<file path="config.mk">
export PLATFORM = sky130hd
export DESIGN_NAME = fab_traffic_counter
export DESIGN_NICKNAME = d
export VERILOG_FILES = /design/src/rtl/fab_cnt_pkg.sv /design/src/rtl/fab_ctl_regs.sv /design/src/rtl/fab_retune_fsm.sv /design/src/rtl/fab_event_sel.sv /design/src/rtl/fab_count_core.sv /design/src/rtl/fab_traffic_counter.sv
export SDC_FILE = /design/constraint.sdc
export NUM_CORES = 1
export LEC_CHECK = 0
export ABC_CLOCK_PERIOD_IN_PS = 10000
export CORE_MARGIN = 1
export CORE_UTILIZATION = 60
export DETAILED_ROUTE_END_ITERATION = 7
export HOLD_SLACK_MARGIN = 0.12
export PLACE_DENSITY = 0.89
export SETUP_SLACK_MARGIN = 0.3
export SYNTH_ARGS = -nofsm -noshare
export SYNTH_HDL_FRONTEND = slang
export SYNTH_HIERARCHICAL = 1
export SYNTH_SLANG_ARGS = --single-unit
</file>
<file path="constraint.sdc">
create_clock -name clk -period 10 [get_ports clk]
set_clock_uncertainty 0.05 [all_clocks]
set_input_delay 1.5 -clock clk [delete_from_list [all_inputs] [get_ports clk]]
set_output_delay 1.5 -clock clk [all_outputs]
set_load 0.01 [all_outputs]
</file>
<file path="src/rtl/fab_cnt_pkg.sv">
package fab_cnt_pkg;

    localparam int EVT_W     = 4;   // width of the event code field
    localparam int PORT_W    = 2;   // width of the port ID field
    localparam int REG_AW    = 8;   // register byte address width
    localparam int CNT_FIELD = 60;  // count bits below the echo nibble

    // word offsets of the register window
    localparam logic [REG_AW-1:0] OFS_CTRL_LO = 8'h20;
    localparam logic [REG_AW-1:0] OFS_CTRL_HI = 8'h24;
    localparam logic [REG_AW-1:0] OFS_CNT_LO  = 8'h28;
    localparam logic [REG_AW-1:0] OFS_CNT_HI  = 8'h2C;
    localparam logic [REG_AW-1:0] OFS_CLK_LO  = 8'h30;
    localparam logic [REG_AW-1:0] OFS_CLK_HI  = 8'h34;

    // control word bit positions (decoded by software)
    localparam int B_CLR      = 0;
    localparam int B_FRZ      = 8;
    localparam int B_EVT_LSB  = 16;
    localparam int B_PORT_LSB = 20;
    localparam int B_FILT     = 23;

    typedef enum logic [1:0] {
        ST_RUN    = 2'd0,
        ST_FROZEN = 2'd1,
        ST_RETUNE = 2'd2
    } tune_state_e;

    typedef struct packed {
        logic [EVT_W-1:0]  evt;
        logic              filt;
        logic [PORT_W-1:0] port;
    } sel_cfg_t;

endpackage

</file>
<file path="src/rtl/fab_ctl_regs.sv">
module fab_ctl_regs
    import fab_cnt_pkg::*;
#(
    parameter int CLK_W = 64
) (
    input  logic              clk,
    input  logic              rst_n,
    input  logic              wr,
    input  logic              rd,
    input  logic [REG_AW-1:0] addr,
    input  logic [31:0]       wdata,
    output logic [31:0]       rdata,
    input  logic [63:0]       cnt_word,
    input  logic [CLK_W-1:0]  clk_word,
    output logic              ctl_clr,
    output logic              ctl_frz,
    output sel_cfg_t          ctl_sel,
    output logic              cfg_chg
);

    sel_cfg_t    wr_sel;
    logic        wr_ctl;
    logic [63:0] clk64;
    logic [31:0] ctl_word;
    logic [31:0] hi_snap;

    assign wr_sel.evt  = wdata[B_EVT_LSB +: EVT_W];
    assign wr_sel.filt = wdata[B_FILT];
    assign wr_sel.port = wdata[B_PORT_LSB +: PORT_W];
    assign wr_ctl      = wr && (addr == OFS_CTRL_LO);
    assign clk64       = 64'(clk_word);

    always_comb begin
        ctl_word                         = '0;
        ctl_word[B_CLR]                  = ctl_clr;
        ctl_word[B_FRZ]                  = ctl_frz;
        ctl_word[B_EVT_LSB +: EVT_W]     = ctl_sel.evt;
        ctl_word[B_PORT_LSB +: PORT_W]   = ctl_sel.port;
        ctl_word[B_FILT]                 = ctl_sel.filt;
    end

    // control register; a change pulse fires only when a selection field moves
    always_ff @(posedge clk or negedge rst_n) begin
        if (!rst_n) begin
            ctl_clr <= 1'b0;
            ctl_frz <= 1'b0;
            ctl_sel <= '0;
            cfg_chg <= 1'b0;
        end else begin
            cfg_chg <= wr_ctl && (wr_sel != ctl_sel);
            if (wr_ctl) begin
                ctl_clr <= wdata[B_CLR];
                ctl_frz <= wdata[B_FRZ];
                ctl_sel <= wr_sel;
            end
        end
    end

    // read path: low-word access captures the upper half for a later read
    always_ff @(posedge clk or negedge rst_n) begin
        if (!rst_n) begin
            rdata   <= '0;
            hi_snap <= '0;
        end else if (rd) begin
            unique case (addr)
                OFS_CTRL_LO: rdata <= ctl_word;
                OFS_CNT_LO: begin
                    rdata   <= cnt_word[31:0];
                    hi_snap <= cnt_word[63:32];
                end
                OFS_CLK_LO: begin
                    rdata   <= clk64[31:0];
                    hi_snap <= clk64[63:32];
                end
                OFS_CNT_HI,
                OFS_CLK_HI:  rdata <= hi_snap;
                default:     rdata <= '0;
            endcase
        end
    end

endmodule

</file>
<file path="src/rtl/fab_retune_fsm.sv">
module fab_retune_fsm
    import fab_cnt_pkg::*;
#(
    parameter int RETUNE_CYCLES = 7500
) (
    input  logic clk,
    input  logic rst_n,
    input  logic cfg_chg,
    input  logic freeze,
    output logic count_en,
    output logic busy,
    output logic apply
);

    localparam int            TW     = $clog2(RETUNE_CYCLES + 1);
    localparam logic [TW-1:0] T_LAST = TW'(RETUNE_CYCLES - 1);

    tune_state_e   state;
    tune_state_e   state_nx;
    logic [TW-1:0] timer;
    logic          window_done;

    assign window_done = (timer == T_LAST) && !cfg_chg;

    // state register
    always_ff @(posedge clk or negedge rst_n) begin
        if (!rst_n) state <= ST_RUN;
        else        state <= state_nx;
    end

    // settle timer, restarted by every selection change
    always_ff @(posedge clk or negedge rst_n) begin
        if (!rst_n)                              timer <= '0;
        else if (state != ST_RETUNE || cfg_chg)  timer <= '0;
        else                                     timer <= timer + 1'b1;
    end

    always_comb begin
        state_nx = state;
        unique case (state)
            ST_RUN: begin
                if (cfg_chg)     state_nx = ST_RETUNE;
                else if (freeze) state_nx = ST_FROZEN;
            end
            ST_FROZEN: begin
                if (cfg_chg)      state_nx = ST_RETUNE;
                else if (!freeze) state_nx = ST_RUN;
            end
            ST_RETUNE: begin
                if (window_done) state_nx = freeze ? ST_FROZEN : ST_RUN;
            end
            default: state_nx = ST_RUN;
        endcase
    end

    // outputs
    always_comb begin
        count_en = (state == ST_RUN);
        busy     = (state == ST_RETUNE);
        apply    = (state == ST_RETUNE) && window_done;
    end

endmodule

</file>
<file path="src/rtl/fab_event_sel.sv">
module fab_event_sel
    import fab_cnt_pkg::*;
#(
    parameter int NUM_EVT = 8
) (
    input  logic [NUM_EVT-1:0]        hit,
    input  logic [NUM_EVT*PORT_W-1:0] tags,
    input  sel_cfg_t                  sel,
    output logic                      inc
);

    localparam int IDX_W = (NUM_EVT > 1) ? $clog2(NUM_EVT) : 1;

    logic [NUM_EVT-1:0] match;

    for (genvar e = 0; e < NUM_EVT; e++) begin : g_match
        assign match[e] = hit[e] &&
                          (!sel.filt || (tags[e*PORT_W +: PORT_W] == sel.port));
    end

    always_comb begin
        if (32'(sel.evt) < NUM_EVT) inc = match[IDX_W'(sel.evt)];
        else                        inc = 1'b0;
    end

endmodule

</file>
<file path="src/rtl/fab_count_core.sv">
module fab_count_core
    import fab_cnt_pkg::*;
#(
    parameter int CNT_W = 60,
    parameter int CLK_W = 64
) (
    input  logic             clk,
    input  logic             rst_n,
    input  logic             apply,
    input  sel_cfg_t         new_sel,
    input  logic             clr,
    input  logic             count_en,
    input  logic             inc,
    output sel_cfg_t         act_sel,
    output logic [CNT_W-1:0] count,
    output logic [CLK_W-1:0] cycles
);

    // free-running time base, untouched by clear and freeze
    always_ff @(posedge clk or negedge rst_n) begin
        if (!rst_n) cycles <= '0;
        else        cycles <= cycles + 1'b1;
    end

    always_ff @(posedge clk or negedge rst_n) begin
        if (!rst_n) begin
            act_sel <= '0;
            count   <= '0;
        end else if (apply) begin
            act_sel <= new_sel;
            count   <= '0;
        end else if (clr) begin
            count   <= '0;
        end else if (count_en && inc) begin
            count   <= count + 1'b1;
        end
    end

endmodule

</file>
<file path="src/rtl/fab_traffic_counter.sv">
module fab_traffic_counter
    import fab_cnt_pkg::*;
#(
    parameter int NUM_EVT       = 8,
    parameter int CNT_W         = 60,
    parameter int CLK_W         = 64,
    parameter int RETUNE_CYCLES = 7500
) (
    input  logic                        clk,
    input  logic                        rst_n,
    input  logic                        reg_wr,
    input  logic                        reg_rd,
    input  logic [REG_AW-1:0]           reg_addr,
    input  logic [31:0]                 reg_wdata,
    output logic [31:0]                 reg_rdata,
    input  logic [NUM_EVT-1:0]          evt_hit,
    input  logic [NUM_EVT*PORT_W-1:0]   evt_port
);

    logic             ctl_clr;
    logic             ctl_frz;
    sel_cfg_t         ctl_sel;
    logic             cfg_chg;
    logic             count_en;
    logic             retune_busy;
    logic             apply_cfg;
    logic             inc;
    sel_cfg_t         act_sel;
    logic [CNT_W-1:0] cnt_val;
    logic [CLK_W-1:0] clk_val;
    logic [EVT_W-1:0] echo_evt;
    logic [63:0]      cnt_word;

    assign echo_evt = act_sel.evt;
    assign cnt_word = {echo_evt, CNT_FIELD'(cnt_val)};

    fab_ctl_regs #(.CLK_W(CLK_W)) u_regs (
        .clk      (clk),
        .rst_n    (rst_n),
        .wr       (reg_wr),
        .rd       (reg_rd),
        .addr     (reg_addr),
        .wdata    (reg_wdata),
        .rdata    (reg_rdata),
        .cnt_word (cnt_word),
        .clk_word (clk_val),
        .ctl_clr  (ctl_clr),
        .ctl_frz  (ctl_frz),
        .ctl_sel  (ctl_sel),
        .cfg_chg  (cfg_chg)
    );

    fab_retune_fsm #(.RETUNE_CYCLES(RETUNE_CYCLES)) u_fsm (
        .clk      (clk),
        .rst_n    (rst_n),
        .cfg_chg  (cfg_chg),
        .freeze   (ctl_frz),
        .count_en (count_en),
        .busy     (retune_busy),
        .apply    (apply_cfg)
    );

    fab_event_sel #(.NUM_EVT(NUM_EVT)) u_sel (
        .hit  (evt_hit),
        .tags (evt_port),
        .sel  (act_sel),
        .inc  (inc)
    );

    fab_count_core #(.CNT_W(CNT_W), .CLK_W(CLK_W)) u_core (
        .clk      (clk),
        .rst_n    (rst_n),
        .apply    (apply_cfg),
        .new_sel  (ctl_sel),
        .clr      (ctl_clr),
        .count_en (count_en),
        .inc      (inc),
        .act_sel  (act_sel),
        .count    (cnt_val),
        .cycles   (clk_val)
    );

endmodule

</file>
Yosys cells after proc, flatten, opt, wreduce, memory -nomap -nowiden
Cells that the tools add are included.

$add $sub $neg: 3. Magnitude comparators: 2. Equal/unequal tests: 21. Multiplexer cells: 16. Reduce and logical (&&, ||, !) cells: 30.

Operator list (number): two-way mux 60 bit (3); one-hot mux 32 bit (4 select lines) (1); adder 64 x 1 -> 64 bit (second input constant) (1); one-hot mux 32 bit (2 select lines) (1); adder 60 x 1 -> 60 bit (second input constant) (1); equality test 8 x 6 -> 1 bit (second input constant) (5); equality test 2 bit (8); adder 13 x 1 -> 13 bit (second input constant) (1); equality test 13 bit (second input constant) (1); logical AND 1 bit (13); two-way mux 13 bit (1); two-way mux 2 bit (5); logical OR 1 bit (9); != test 7 bit (1); != test 3 bit (second input constant) (2); one-hot mux 2 bit (3 select lines) (1); less-than comparator 3 x 4 -> 1 bit (second input constant) (1); less-than comparator 4 bit (second input constant) (1); binary-select mux 1 bit (select 3 bit) (1); two-way mux 1 bit (3); AND reduction 3 bit (1); nonzero test 3 bit (1); equality test 2 x 1 -> 1 bit (second input constant) (1); equality test 2 bit (second input constant) (1); 7 further kinds (8).

Register bits: 220. Bits of input ports: 68. Output and inout port bits: 32. Word-level logic and storage cells: 87.

Longest topological paths before layout
Gate-level depths: netlist of run 1.

Depth in word-level cells: 10. Depth in mapped cells: 13. Mapped depth without buffers: 10.

Modules after synthesis
The synthesis of run 1 kept the hierarchy.

Modules (own cells, without submodules): fab_count_core (instances 1, cells an instance 608, area an instance 6203.4 um^2, sequential area each 3278.1 um^2); fab_ctl_regs (instances 1, cells an instance 371, area an instance 3822.4 um^2, sequential area each 1851.8 um^2); fab_retune_fsm (instances 1, cells an instance 78, area an instance 773.2 um^2, sequential area each 375.4 um^2); fab_event_sel (instances 1, cells an instance 42, area an instance 326.6 um^2, sequential area each 0.0 um^2).

Least setup slack after synthesis of run 1
No wires, ideal clock.

Path type: input -> register. Start point: in evt_port[12]. End point: reg u_core.count[58]. Data arrival time: 3.995 ns. Required time: 9.872 ns. Setup slack: 5.876 ns. Cell stages on the path: 12. Buffers on the path: 2. Path through: xnor2_2 > a21oi_1 > or4_1 > o311a_1 > nor3_1 > a211oi_1 > nor3_1 > buf_2 > nand4_1 > buf_2 > or3_1 > a21oi_1.

Longest elaborated chain between the ends: 8.

RTL lines: start: declaration (RTL line fab_traffic_counter.sv:17) `input logic [NUM_EVT*PORT_W-1:0] evt_port`; equality test 2 bit (RTL line fab_event_sel.sv:18) `(!sel.filt || (tags[e*PORT_W +: PORT_W] == sel.port));`; logical OR 1 bit (RTL line fab_event_sel.sv:18); logical AND 1 bit (RTL line fab_event_sel.sv:17) `assign match[e] = hit[e] &&`; binary-select mux 1 bit (select 3 bit) (RTL line fab_event_sel.sv:22) `if (32'(sel.evt) < NUM_EVT) inc = match[IDX_W'(sel.evt)];`; two-way mux 1 bit (implied by the code) (RTL line fab_event_sel.sv:22); two-way mux 1 bit (RTL line fab_event_sel.sv:22); net inc (RTL line fab_traffic_counter.sv:27) `logic inc;`; logical AND 1 bit (RTL line fab_count_core.sv:34) `end else if (count_en && inc) begin`; nonzero test 3 bit (no source line); end signal: assignment (RTL line fab_count_core.sv:35) `count <= count + 1'b1;`; end: declaration (RTL line fab_count_core.sv:15) `output logic [CNT_W-1:0] count,`.

The timed path passes the listed nets, and every way through them passes these cells. The select of a mux whose other input is x is not followed. A chain may end at the register's enable or synchronous reset.

Worst setup path after layout of run 1
Start point: in evt_port[12]. End point: reg u_core.count[59].

The elaborated chain is that of the path after synthesis.

==> results of run 1 <==
[logic make-up after synthesis]
kind of cell	after synthesis	synth area share, %
and+or+nand+nor	384	19.37
DFF	220	49.48
AOI/OAI and AO/OA	209	11.68
xor gates and xnor gates	117	9.345
buffers and inverters	104	4.026
muxes	62	5.758
adders and majority gates	3	0.3374
[worst paths after layout]
check	cells past startpoint	slack [ps]	start	to
worst max-delay path	12	4850	evt_port[12]	u_core/count[59]
worst max register to register	11	5630	u_core/act_sel[1]	u_core/count[59]
worst min register to register	1	420	u_core/cycles[63]	u_core/cycles[63]
max in group asynchronous	2	7610	rst_n	u_regs/rdata[29]
worst min-delay path	1	420	u_core/cycles[63]	u_core/cycles[63]
min in group asynchronous	1	990	rst_n	u_regs/ctl_frz
[layout by cell type, fill, tap and decap left out, drive strengths merged, types with 8 or more instances in the layout]
cell type and count:
nand3 48, nor2 55, or3 34, buf 10, xor2 54, mux2 16, nor4 20, clkbuf 32
xnor2 63, and3 16, a2bb2oi 23, nand4 47, inv 56, nor3 32, mux2i 46, a21oi 45
nor2b 12, a221o 9, dfrtp 220, o21ai 74, o22ai 23, a22oi 23, and4 8, clkdlybuf4s50 75
nand2 85
[state kept, by name (all words and copies together), names as in the netlist]
name,cells
u_core/cycles,64
u_core/count,60
u_regs/hi_snap,32
u_regs/rdata,32
u_fsm/timer,13
u_core/act_sel,7
u_regs/ctl_sel,7
u_fsm/state,2
u_regs/cfg_chg,1
u_regs/ctl_clr,1
u_regs/ctl_frz,1
[per-layer routing]
metal	GRT usage, %	vias up
met5	0	-
met4	13.48	0
met3	6.304	109
met2	50.73	468
met1	39.76	4447
li1	-	4075
[power by group through the flow]
stage	Combinational (mW)	Clock, mW	Sequential, mW
after detailed placement	0.117	0	0.948
after global routing	0.130	0.926	0.936
final	0.118	0.885	0.934
after global placement	0.112	0	0.947
after CTS	0.118	0.892	0.933
after floorplan	0.0628	0	0.941
[worst register-to-register path: cells and delay by family, from the launching register on]
family,cells,cell delay [ps]
compound gates,4,530
xor+xnor,1,170
buf+inv,1,200
simple gates,5,2670
flops,1,650
[final cells by class]
cell class	instances	area, um^2	share of cell area [%]
flip-flops and latches	220	5505	43.03
multi-input cells	775	5177	40.47
repair buffers	86	839.6	6.562
clock buffers	31	655.6	5.124
well taps	229	286.5	2.239
inverters	55	206.4	1.614
clock inverters	9	123.9	0.9681
[stage by stage]
stage	setup slack, ps	std cells
2_1_floorplan	5876	1099
3_3_place_gp	4523	1365
3_5_place_dp	4466	1365
4_1_cts	4966	1405
5_1_grt	4720	1405
6_report	4851	1405
==> out/qor.txt, run 1 <==
Clock transition at path regs: 60 ps
area leader, netlist: dfrtp_1
vias: 9099
RSZ-0062 raised after global routing: no
WL final: 29070 um
Switching Share: 22.91%
Resized Gates After CTS: 0
ANT cells: 0
WP data required: 10380 ps
Die Span X: 138.2 um
Tcrit/Tclk final: 51.49%
DRT antenna net count: 0
worst slew pin tran: 1153 ps
Crit path max-delay family: simple AND/OR/NAND/NOR gates
synth top area cells: dfrtp_1 (49%), xnor2_1 (4.8%), xor2_1 (4.3%)
clk root buf: clkbuf_16
first-pass GRT wire length: 46890 um
die area: 19090 um^2
worst IR drop on VDD: 138.9 uV
Slew Limit Fails: 0
worst-path cell chain: clkdlybuf4s50_1 > xnor2_2 > a21oi_1 > or4_1 > o311a_1 > nor3_1 > a211oi_1 > buf_4 > and4bb_2 > nand4_2 > or4_1 > a21oi_1
hold_ws: 420.9 ps
final setup violating endpoints: 0
number of global-route vias before repair: 8968
fill cell count: 1260
number of synthesized register bits: 220
share of Yosys cell area claimed by the top area cell type: 49.48%
final RePlAce weighted congestion: 0.8627
Setup CP Type: input pin to flop
CTS tree: yes
row count: 49
Synth cell types: 56
post-CTS setup buffers: 0
CP arrival: 5530 ps
CTS Buf Count: 23
Logic pwr share: 6.1%
I/O Buffers: 76
core box area: 18090 um^2
DIE HEIGHT: 138.2 um
# IOs: 100
Lkg Pwr: 5.526 nW
Worst path slowest cell: nor3_1
count leader, synth: dfrtp_1
DR vias/cell: 6.476
met3 WL: 2698 um
final instance area: 12790 um^2
Clock Latency Late Sink: 520 ps
initial antenna violation count: 0
wire length per cell: 20.69 um
internal power: 1.493 mW
synthesized net count: 1170
fin nets: 1232
minimum clock period: 5149 ps
sequential fraction of the synthesis area: 49.48%
Post-synth EDFFs: 0
status: finished, violations left
Max Freq: 194.2 MHz
Critical Path Start Type: input pin
post-placement cell area: 12020 um^2
WL met1: 11160 um
yosys warns: 6
post-DP HPWL: 19350 um
synthesized instance count: 1099
part of the power in registers: 48.2%
CP endpoint kind: flop
Synth async-reset ratio: 100.0%
Worst slew margin: 23.15%
Initial Utilization: 61.52%
Avg Synthesized Cell Area: 10.12 um^2
met2 WL: 13920 um
Overflow after GRT: 0
power share of the clock group: 45.7%
Commonest cells post-synth: dfrtp_1 (220), nand2_1 (85), o21ai_0 (73), xnor2_1 (61)
Buf/Inv on CP: 2
violations in the final reports: DRC
Max Cap Violations: 0
ys flop type: dfrtp_1
TNS Setup: 0 ps
DRC: 10
final core occ: 70.74%
Pwr Total: 1.937 mW
drt first pass iters: 8
Final Hold Fails: 0
Max stage delay on crit path: 620 ps
# hold bufs at CTS: 0
Area Growth Syn to Fin: 15.00%
GRT Resource Usage Total: 30.80%
share of cells above drive strength 1: 7.738%
Mapped Area: 11130 um^2
Detailed Route Iter0 Violations: 977
number of H-tree levels: 1
largest net degree at the start of global routing: 98
top routing layer in use: met4
min-delay worst type: flop to flop
Max Buffers Root-to-Sink: 3
CP Max Fanout: 16
Psw: 443.9 uW
Power Density: 151.4 nW/um^2
Sink Count: 220
Power figures use the tool's default switching activity.
==> inputs of run 2 (changes only) <==
--- a/config.mk
+++ b/config.mk
@@ -5,12 +5,12 @@
 export SDC_FILE = /design/constraint.sdc
 export NUM_CORES = 1
 export LEC_CHECK = 0
-export ABC_CLOCK_PERIOD_IN_PS = 10000
+export ABC_CLOCK_PERIOD_IN_PS = 4400
 export CORE_MARGIN = 1
-export CORE_UTILIZATION = 60
+export CORE_UTILIZATION = 53
 export DETAILED_ROUTE_END_ITERATION = 7
 export HOLD_SLACK_MARGIN = 0.12
-export PLACE_DENSITY = 0.89
+export PLACE_DENSITY = 0.83
 export SETUP_SLACK_MARGIN = 0.3
 export SYNTH_ARGS = -nofsm -noshare
 export SYNTH_HDL_FRONTEND = slang
==> constraint.sdc (replaced) <==
create_clock -name clk -period 4.4 [get_ports clk]
set_clock_uncertainty 0.05 [all_clocks]
set_input_delay 0.66 -clock clk [delete_from_list [all_inputs] [get_ports clk]]
set_output_delay 0.66 -clock clk [all_outputs]
set_load 0.01 [all_outputs]
==> out/qor.txt, run 2 (synthesis gave the netlist of run 1 again) <==
WP data required: 4780 ps
DR vias/cell: 6.144
post-CTS setup buffers: 0
Sink Count: 220
worst slew pin tran: 918.2 ps
Reg2Reg Depth: 13
Initial Utilization: 54.46%
DIE HEIGHT: 146.9 um
WL final: 28580 um
DRC: 0
Placed Cells: 1416
I/O Buffers: 76
worst-path cell chain: xnor2_2 > a21oi_1 > or4_1 > o311a_1 > nor3_1 > buf_4 > a211oi_1 > buf_4 > nor3_1 > buf_4 > nand3_1 > or3_1 > a21oi_1
# IOs: 100
number of global-route vias before repair: 8946
most common cell after layout, fill and taps aside: dfrtp_1
share of cells above drive strength 1: 8.732%
core box area: 20430 um^2
Max stage delay on crit path: 650 ps
Slew Limit Fails: 0
DRT antenna net count: 0
initial antenna violation count: 0
Tcrit/Tclk final: 86.55%
TNS Setup: 0 ps
clk root buf: clkbuf_16
Max Freq: 262.6 MHz
hold_ws: 123.9 ps
biggest regs: u_core/cycles (64), u_core/count (60)
Power Density: 343.7 nW/um^2
Die Span X: 146.9 um
Overflow after GRT: 0
CP Depth: 13
minimum clock period: 3808 ps
min-delay worst type: input pin to async pin
most frequent cells in the layout: dfrtp_1 (220), nand2_1 (85), clkdlybuf4s50_1 (75)
number of H-tree levels: 1
final setup violating endpoints: 0
Pwr Total: 4.461 mW
CP Max Fanout: 14
max FFs per register: 64
Final Hold Fails: 0
worst IR drop on VDD: 189.7 uV
Area Growth Syn to Fin: 16.66%
Critical Path Start Type: flop
Worst slew margin: 38.64%
post-placement cell area: 12160 um^2
die area: 21580 um^2
Clock Latency Late Sink: 520 ps
post-DP HPWL: 19520 um
final core occ: 63.53%
fin nets: 1244
Buf/Inv on CP: 3
Detailed Route Iter0 Violations: 893
largest net degree at the start of global routing: 108
Crit path max-delay family: simple AND/OR/NAND/NOR gates
status: finished, final reports clean
Resized Gates After CTS: 0
Setup CP Type: flop to flop
Max Cap Violations: 0
Lkg Pwr: 5.584 nW
Post-Place Worst Slack: 237.9 ps
row count: 52
GRT Resource Usage Total: 26.96%
final RePlAce weighted congestion: 0.8720
Max Buffers Root-to-Sink: 3
ANT cells: 0
Worst Slack Setup Final: 591.9 ps
wire length per cell: 19.56 um
CTS tree: yes
drt first pass iters: 5
final instance area: 12980 um^2
Clock transition at path regs: 60 ps
Biggest register: u_core/cycles
# hold bufs at CTS: 0
CTS Buf Count: 25
Worst path slowest cell: dfrtp_1
vias: 8976
CP arrival: 4190 ps
CP dominant cell by count: buf_4
fin cells: 1461
RSZ-0062 raised after global routing: no
CP endpoint kind: flop
first-pass GRT wire length: 46300 um
run 2: cell types whose count changed in the layout (fill, tap and decap cells not counted), moves of 2 or more:
cell / change
clkinvlp_4: +4
clkbuf_16: +2
clkbuf_1: +2
buf_4: +9
run 2: power by group:
group	leakage (nW)	switching [mW]	total (mW)	internal, mW
clock	0.394	0.820	2.07	1.25
sequential	3.05	0.0583	2.12	2.06
combinational	2.14	0.157	0.272	0.116
total	5.58	1.04	4.46	3.43
run 2: path summary, 6_finish.rpt:
kind                              startpoint           endpoint  slack [ps]
max                        u_core/act_sel[0]   u_core/count[56]         590
min                                    rst_n     u_fsm/timer[8]         120
max reg2reg                u_core/act_sel[0]   u_core/count[56]         590
min reg2reg                u_core/cycles[63]  u_core/cycles[63]         430
max in group asynchronous              rst_n   u_regs/rdata[13]        3230
min in group clk           u_core/cycles[63]  u_core/cycles[63]         430
run 2: cell type report:
| class | count | area [um^2] |
|---|---|---|
| well taps | 270 | 337.8 |
| repair buffers | 96 | 928.4 |
| clock inverters | 10 | 110.1 |
| fillers | 1590 | 7451 |
| clock buffers | 35 | 713.2 |
| inverters | 55 | 206.4 |
| flip-flops and latches | 220 | 5505 |
| multi-input cells | 775 | 5177 |
run 2: metal layers:
| metal | track usage [%] | vias up | wire length (um) |
|---|---|---|---|
| li1 | - | 4102 | - |
| met1 | 36.05 | 4436 | 11720 |
| met2 | 43.93 | 348 | 13780 |
| met3 | 3.851 | 90 | 1875 |
| met4 | 11.67 | 0 | 1207 |
| met5 | 0 | - | 0 |
